$ cat config.mk
export PLATFORM = sky130hd
export DESIGN_NAME = vec_irq_ctrl
export DESIGN_NICKNAME = d
export VERILOG_FILES = /design/src/rtl/irq_pkg.sv /design/src/rtl/irq_flags.sv /design/src/rtl/irq_regs.sv /design/src/rtl/irq_prio.sv /design/src/rtl/irq_handshake.sv /design/src/rtl/vec_irq_ctrl.sv
export SDC_FILE = /design/constraint.sdc
export NUM_CORES = 1
export LEC_CHECK = 0
export BUFFER_PORTS_ARGS = -buffer_cell sky130_fd_sc_hd__clkbuf_2
export CORE_UTILIZATION = 53
export DETAILED_ROUTE_END_ITERATION = 8
export GPL_TIMING_DRIVEN = 0
export PLACE_DENSITY = 0.92
export SLEW_MARGIN = 40
export SYNTH_ARGS = -nofsm -noshare
export SYNTH_HDL_FRONTEND = slang
export SYNTH_HIERARCHICAL = 1
export SYNTH_SLANG_ARGS = --single-unit
$ cat constraint.sdc
create_clock -name clk -period 2.3 [get_ports clk]
set_input_delay 0 -clock clk [delete_from_list [all_inputs] [get_ports clk]]
set_output_delay 0 -clock clk [all_outputs]
set_load 0.01 [all_outputs]
$ cat src/rtl/irq_pkg.sv
package irq_pkg;

  typedef enum logic [1:0] {
    RSEL_MASK = 2'd0,
    RSEL_FLAG = 2'd1,
    RSEL_GIE  = 2'd2,
    RSEL_NONE = 2'd3
  } reg_sel_e;

endpackage

$ cat src/rtl/irq_flags.sv
module irq_flags #(
  parameter int N = 7
) (
  input  logic         clk,
  input  logic         rst,
  input  logic [N-1:0] set_i,
  input  logic [N-1:0] w1c_i,
  input  logic [N-1:0] ack_clr_i,
  output logic [N-1:0] flags_o
);

  for (genvar i = 0; i < N; i++) begin : g_flag
    logic f_q;

    always_ff @(posedge clk) begin
      if (rst)                          f_q <= 1'b0;
      else if (set_i[i])                f_q <= 1'b1;
      else if (w1c_i[i] || ack_clr_i[i]) f_q <= 1'b0;
    end

    assign flags_o[i] = f_q;

    AST_SET_WINS: assert property (@(posedge clk) disable iff (rst)
      set_i[i] |=> flags_o[i]);
    AST_ENTRY_CLR_FLAG: assert property (@(posedge clk) disable iff (rst)
      (ack_clr_i[i] && !set_i[i]) |=> !flags_o[i]);
  end

endmodule

$ cat src/rtl/irq_regs.sv
module irq_regs
  import irq_pkg::*;
#(
  parameter int N = 7
) (
  input  logic         clk,
  input  logic         rst,
  input  logic         wr_i,
  input  reg_sel_e     sel_i,
  input  logic [N-1:0] wdata_i,
  input  logic         entry_i,
  input  logic         reti_i,
  input  logic [N-1:0] flags_i,
  output logic [N-1:0] mask_o,
  output logic         gie_o,
  output logic [N-1:0] w1c_o,
  output logic [N-1:0] rdata_o
);

  logic [N-1:0] mask_q;
  logic         gie_q;
  logic [N-1:0] rdata_q;
  logic [N-1:0] rd_mux;

  always_ff @(posedge clk) begin
    if (rst)                             mask_q <= '0;
    else if (wr_i && sel_i == RSEL_MASK) mask_q <= wdata_i;
  end

  // entry beats return, return beats a software write
  always_ff @(posedge clk) begin
    if (rst)                            gie_q <= 1'b0;
    else if (entry_i)                   gie_q <= 1'b0;
    else if (reti_i)                    gie_q <= 1'b1;
    else if (wr_i && sel_i == RSEL_GIE) gie_q <= wdata_i[0];
  end

  assign w1c_o = (wr_i && sel_i == RSEL_FLAG) ? wdata_i : '0;

  always_comb begin
    rd_mux = '0;
    unique case (sel_i)
      RSEL_MASK: rd_mux = mask_q;
      RSEL_FLAG: rd_mux = flags_i;
      RSEL_GIE:  rd_mux[0] = gie_q;
      default:   rd_mux = '0;
    endcase
  end

  always_ff @(posedge clk) begin
    if (rst) rdata_q <= '0;
    else     rdata_q <= rd_mux;
  end

  assign mask_o  = mask_q;
  assign gie_o   = gie_q;
  assign rdata_o = rdata_q;

  AST_ENTRY_CLR_GIE: assert property (@(posedge clk) disable iff (rst)
    entry_i |=> !gie_o);
  AST_RETI_SET_GIE: assert property (@(posedge clk) disable iff (rst)
    (reti_i && !entry_i) |=> gie_o);

endmodule

$ cat src/rtl/irq_prio.sv
module irq_prio #(
  parameter int N     = 7,
  parameter int IDX_W = 3
) (
  input  logic [N-1:0]     cand_i,
  output logic             any_o,
  output logic [IDX_W-1:0] idx_o
);

  always_comb begin
    idx_o = '0;
    for (int i = N - 1; i >= 0; i--) begin
      if (cand_i[i]) idx_o = IDX_W'(i + 1);
    end
  end

  assign any_o = |cand_i;

endmodule

$ cat src/rtl/irq_handshake.sv
module irq_handshake #(
  parameter int N         = 7,
  parameter int IDX_W     = 3,
  parameter int ADDR_W    = 16,
  parameter int VEC_SHIFT = 2
) (
  input  logic              clk,
  input  logic              rst,
  input  logic              any_i,
  input  logic [IDX_W-1:0]  idx_i,
  input  logic              gie_i,
  input  logic              ack_i,
  output logic              req_o,
  output logic [IDX_W-1:0]  idx_o,
  output logic [ADDR_W-1:0] addr_o,
  output logic              entry_o,
  output logic [N-1:0]      clr_o
);

  logic              req_q;
  logic [IDX_W-1:0]  idx_q;
  logic [ADDR_W-1:0] addr_q;

  assign entry_o = req_q && ack_i;

  always_ff @(posedge clk) begin
    if (rst) begin
      req_q  <= 1'b0;
      idx_q  <= '0;
      addr_q <= '0;
    end else if (entry_o) begin
      req_q <= 1'b0;
    end else if (!req_q && any_i) begin
      req_q  <= 1'b1;
      idx_q  <= idx_i;
      addr_q <= ADDR_W'(idx_i) << VEC_SHIFT;
    end
  end

  for (genvar i = 0; i < N; i++) begin : g_clr
    assign clr_o[i] = entry_o && (idx_q == IDX_W'(i + 1));
  end

  assign req_o  = req_q;
  assign idx_o  = idx_q;
  assign addr_o = addr_q;

  AST_REQ_HOLD: assert property (@(posedge clk) disable iff (rst)
    (req_o && !ack_i) |=> (req_o && $stable(idx_o)));
  AST_REQ_NEEDS_GIE: assert property (@(posedge clk) disable iff (rst)
    (!req_o && !gie_i) |=> !req_o);
  AST_ADDR_MATCH: assert property (@(posedge clk) disable iff (rst)
    req_o |-> (addr_o == (ADDR_W'(idx_o) << VEC_SHIFT)));
  AST_IDX_NOT_RESET: assert property (@(posedge clk) disable iff (rst)
    req_o |-> (idx_o != '0));
  AST_ENTRY_DROPS_REQ: assert property (@(posedge clk) disable iff (rst)
    entry_o |=> !req_o);

endmodule

$ cat src/rtl/vec_irq_ctrl.sv
module vec_irq_ctrl
  import irq_pkg::*;
#(
  parameter  int NUM_SRC   = 7,
  parameter  int ADDR_W    = 16,
  parameter  int VEC_BYTES = 4,
  localparam int IDX_W     = $clog2(NUM_SRC + 1)
) (
  input  logic               clk,
  input  logic               rst,
  input  logic [NUM_SRC-1:0] src_set_i,
  input  logic               reg_wr_i,
  input  logic [1:0]         reg_sel_i,
  input  logic [NUM_SRC-1:0] reg_wdata_i,
  output logic [NUM_SRC-1:0] reg_rdata_o,
  output logic               irq_req_o,
  output logic [IDX_W-1:0]   irq_idx_o,
  output logic [ADDR_W-1:0]  irq_addr_o,
  input  logic               irq_ack_i,
  input  logic               irq_reti_i
);

  localparam int VEC_SHIFT = $clog2(VEC_BYTES);

  logic [NUM_SRC-1:0] flags;
  logic [NUM_SRC-1:0] mask;
  logic [NUM_SRC-1:0] w1c;
  logic [NUM_SRC-1:0] ack_clr;
  logic [NUM_SRC-1:0] cand;
  logic               gie;
  logic               entry;
  logic               any_cand;
  logic [IDX_W-1:0]   win_idx;

  irq_flags #(.N(NUM_SRC)) u_flags (
    .clk       (clk),
    .rst       (rst),
    .set_i     (src_set_i),
    .w1c_i     (w1c),
    .ack_clr_i (ack_clr),
    .flags_o   (flags)
  );

  irq_regs #(.N(NUM_SRC)) u_regs (
    .clk     (clk),
    .rst     (rst),
    .wr_i    (reg_wr_i),
    .sel_i   (reg_sel_e'(reg_sel_i)),
    .wdata_i (reg_wdata_i),
    .entry_i (entry),
    .reti_i  (irq_reti_i),
    .flags_i (flags),
    .mask_o  (mask),
    .gie_o   (gie),
    .w1c_o   (w1c),
    .rdata_o (reg_rdata_o)
  );

  assign cand = flags & mask & {NUM_SRC{gie}};

  irq_prio #(.N(NUM_SRC), .IDX_W(IDX_W)) u_prio (
    .cand_i (cand),
    .any_o  (any_cand),
    .idx_o  (win_idx)
  );

  irq_handshake #(
    .N(NUM_SRC), .IDX_W(IDX_W), .ADDR_W(ADDR_W), .VEC_SHIFT(VEC_SHIFT)
  ) u_hs (
    .clk     (clk),
    .rst     (rst),
    .any_i   (any_cand),
    .idx_i   (win_idx),
    .gie_i   (gie),
    .ack_i   (irq_ack_i),
    .req_o   (irq_req_o),
    .idx_o   (irq_idx_o),
    .addr_o  (irq_addr_o),
    .entry_o (entry),
    .clr_o   (ack_clr)
  );

endmodule

==> results_dict.tcl <==
set metrics [dict create \
    status "complete, no violations" \
    synth_most_common_cell "dfxtp_1" \
    skew_ns 0.00794 \
    grt_use_total 0.241 \
    final_nets 253 \
    cp.required_ns 2.58 \
    grt.overflow.total 0 \
    fillCellCount 199 \
    dpl.hpwl_um 2310 \
    holdCritStartpoint "rst" \
    start_util 0.567 \
    drt_wl_total_um 3240 \
    ys_warn_count 6 \
    synthArstFlopShare 0 \
    h-tree-depth 1 \
    grt_antenna_before_repair 0 \
    ys_top_cells_by_area "dfxtp_1 (36%), buf_4 (13%), mux2i_1 (9.8%)" \
    worst_path_max_delay_cell "dlygate4sd3_1" \
    grt_pass1_wl_um 5020 \
    grt_max_degree 16 \
    r2r-start "u_flags/g_flag[3].f_q" \
    vias 1285 \
    numClockSinks 26 \
    dr.pass1.iters 4 \
    fmax_ghz 0.510 \
    hold_violations 0 \
    clk_latency_ns 0.33 \
    vias_per_cell 4.92 \
    setup_ws_ns 0.338 \
    cts_root_buf "clkbuf_4" \
    syn_area_um2 1430 \
    setup_violations 0 \
    drv_slew 0 \
    place_ws_ns 0.661 \
    synth-seq-area-share 0.364 \
    synthCells 163 \
    synth_cell_type_count 33 \
    cpPeakStageDelay_ns 0.58 \
    power.density_nw_per_um2 463 \
    ctsHoldBuffers 18 \
    crit_start "reg_sel_i[1]" \
    ys_ff_latch 26 \
    synth_top_area_frac 0.364 \
    max_cap_violations 0 \
    postCtsSetupRepairBufs 0 \
    critPathMaxFanout 6 \
    worst_path_most_repeated_cell "dlygate4sd3_1" \
    grt_pass1_vias 1242 \
    ant_nets 0 \
    n_antenna_cell 0 \
    core-area_um2 2520 \
    rows 18 \
    gp_routability_congestion 0.802 \
    synth_ff_type "dfxtp_1" \
    die_y_um 54.0 \
    cp-end-kind "flop" \
    period_share 0.853 \
    avgSynthCellArea_um2 8.78 \
    clk_pin_slew_ns 0.14 \
    die_w_um 54.0 \
    path_class "in -> reg" \
    drive_gt1_frac 0.299 \
    dieArea_um2 2910 \
    design_power_total_uw 880 \
    tns_ns 0 \
    wl_per_cell_um 12.4 \
    synth_edf_count 0 \
    cts_tree "done" \
    postCtsResizedCells 0 \
    fin_crit_ns 1.96 \
    yosysTopAreaCell "dfxtp_1" \
    numCtsBuffers 3 \
    rsz0062_at_grt "no" \
    worstHoldPathType "in -> reg" \
    clock_path_buffers 2 \
    crit_chain "dlygate4sd3_1 > clkbuf_2 > nand3b_2 > dlygate4sd3_1 > a2111oi_2 > dlygate4sd3_1" \
    io_pins 48 \
    portBuffers 34 \
    p_leak_nw 0.938 \
    areaGrowthSynthToFinish_pct 32.8 \
    yosys-top-cells-count "dfxtp_1 (26), buf_4 (24), nor2_1 (21)" \
    critical_path_arrival_ns 2.25 \
    crit_path_start_kind "input pin" \
    vdd_drop_max_uv 431 \
    drc 0 \
    drtIter0Drc 25 \
]
## placed cells by master (no fill, tap or decap)
cell type / netlist / layout
clkbuf_2: 0 / 34
dfxtp_1: 26 / 26
buf_4: 24 / 24
nor2_1: 21 / 21
dlygate4sd3_1: 0 / 18
mux2i_1: 14 / 14
conb_1: 1 / 13
a21oi_1: 10 / 10
inv_1: 9 / 9
and2_1: 8 / 8
and3_1: 7 / 7
or3b_1: 7 / 7
nand2b_1: 4 / 4
clkbuf_4: 0 / 3
nor3_1: 3 / 3
nand3b_1: 3 / 3
nand4bb_1: 3 / 3
o21ai_1: 3 / 3
nand2_1: 2 / 2
nor2b_1: 2 / 2
clkbuf_8: 0 / 1
nor4b_2: 1 / 1
nand3_1: 1 / 1
o21ba_1: 1 / 1
o21ai_0: 1 / 1
o31ai_1: 1 / 1
nor4_2: 1 / 1
nor4_1: 1 / 1
buf_6: 1 / 1
and3b_1: 1 / 1
buf_2: 1 / 1
nor3b_1: 1 / 1
nand3b_2: 1 / 1
a2111oi_2: 1 / 1
or2_2: 1 / 1
clkbuf_1: 1 / 1
o21a_1: 1 / 1
## path summary, 6_finish.rpt
| check | end | slack [ns] | depth (start not counted) |
|---|---|---|---|
| max | u_regs/gie_o | 0.34 | 6 |
| min | u_flags/g_flag[3].f_q | 0.02 | 2 |
| max reg2reg | u_hs/req_o | 0.62 | 6 |
| min reg2reg | u_regs/rdata_o[6] | 0.54 | 2 |
## flip-flops by register name, indices dropped and copies added, names as in the netlist
signal,count
u_flags/g_flag.f_q,7
u_hs/idx_o,3
u_hs/req_o,1
u_regs/gie_o,1
u_regs/mask_o,7
u_regs/rdata_o,7
## stage by stage
stage,cells,hold WS [ns],utilization,instance area (um^2)
2_1_floorplan,175,0.0691,-,1480
3_3_place_gp,239,0.215,0.668,1680
3_5_place_dp,239,0.231,0.668,1680
4_1_cts,261,0.00132,0.753,1900
5_1_grt,261,0.0349,0.753,1900
6_report,261,0.0193,0.753,1900
## where the power goes
part           internal (mW)  total, mW  switching (mW)
clock network         0.0970      0.231           0.134
logic                 0.0956      0.167          0.0714
registers              0.469      0.482          0.0126
total                  0.662      0.880           0.218
## logic make-up (layout without fill, tap and decap cells)
| family | after synthesis | in the layout | share of synthesized area |
|---|---|---|---|
| buffers and inverters | 36 | 92 | 0.163 |
| DFF | 26 | 26 | 0.364 |
| muxes | 14 | 14 | 0.0979 |
| other | 1 | 13 | 0.00262 |
| AOI/OAI and AO/OA | 18 | 18 | 0.0769 |
| and+or+nand+nor | 68 | 68 | 0.295 |
## worst max-delay path: cells and delay by family
kind	cells	cell delay, ns
and+or+nand+nor	1	0.09
AOI/OAI and AO/OA	1	0.29
buffers and inverters	4	1.85
## per-layer routing
metal / vias up / GRT usage / wire [um]
met1: 593 / 0.244 / 1330
met3: 2 / 0.0593 / 139
met4: 0 / 0.0385 / 13
met5: - / 0 / 0
li1: 648 / - / -
met2: 42 / 0.492 / 1760
## layout make-up
| cell class | count | area [um^2] | area share |
|---|---|---|---|
| sequential | 26 | 520 | 0.274 |
| timing repair buffer | 52 | 350 | 0.184 |
| tap | 30 | 37.5 | 0.0197 |
| inverter | 9 | 33.8 | 0.0178 |
| clock buffer | 4 | 36.3 | 0.0191 |
| multi-input combinational | 113 | 722 | 0.380 |
| buffer | 27 | 200 | 0.105 |
Power figures use the tool's default switching activity.
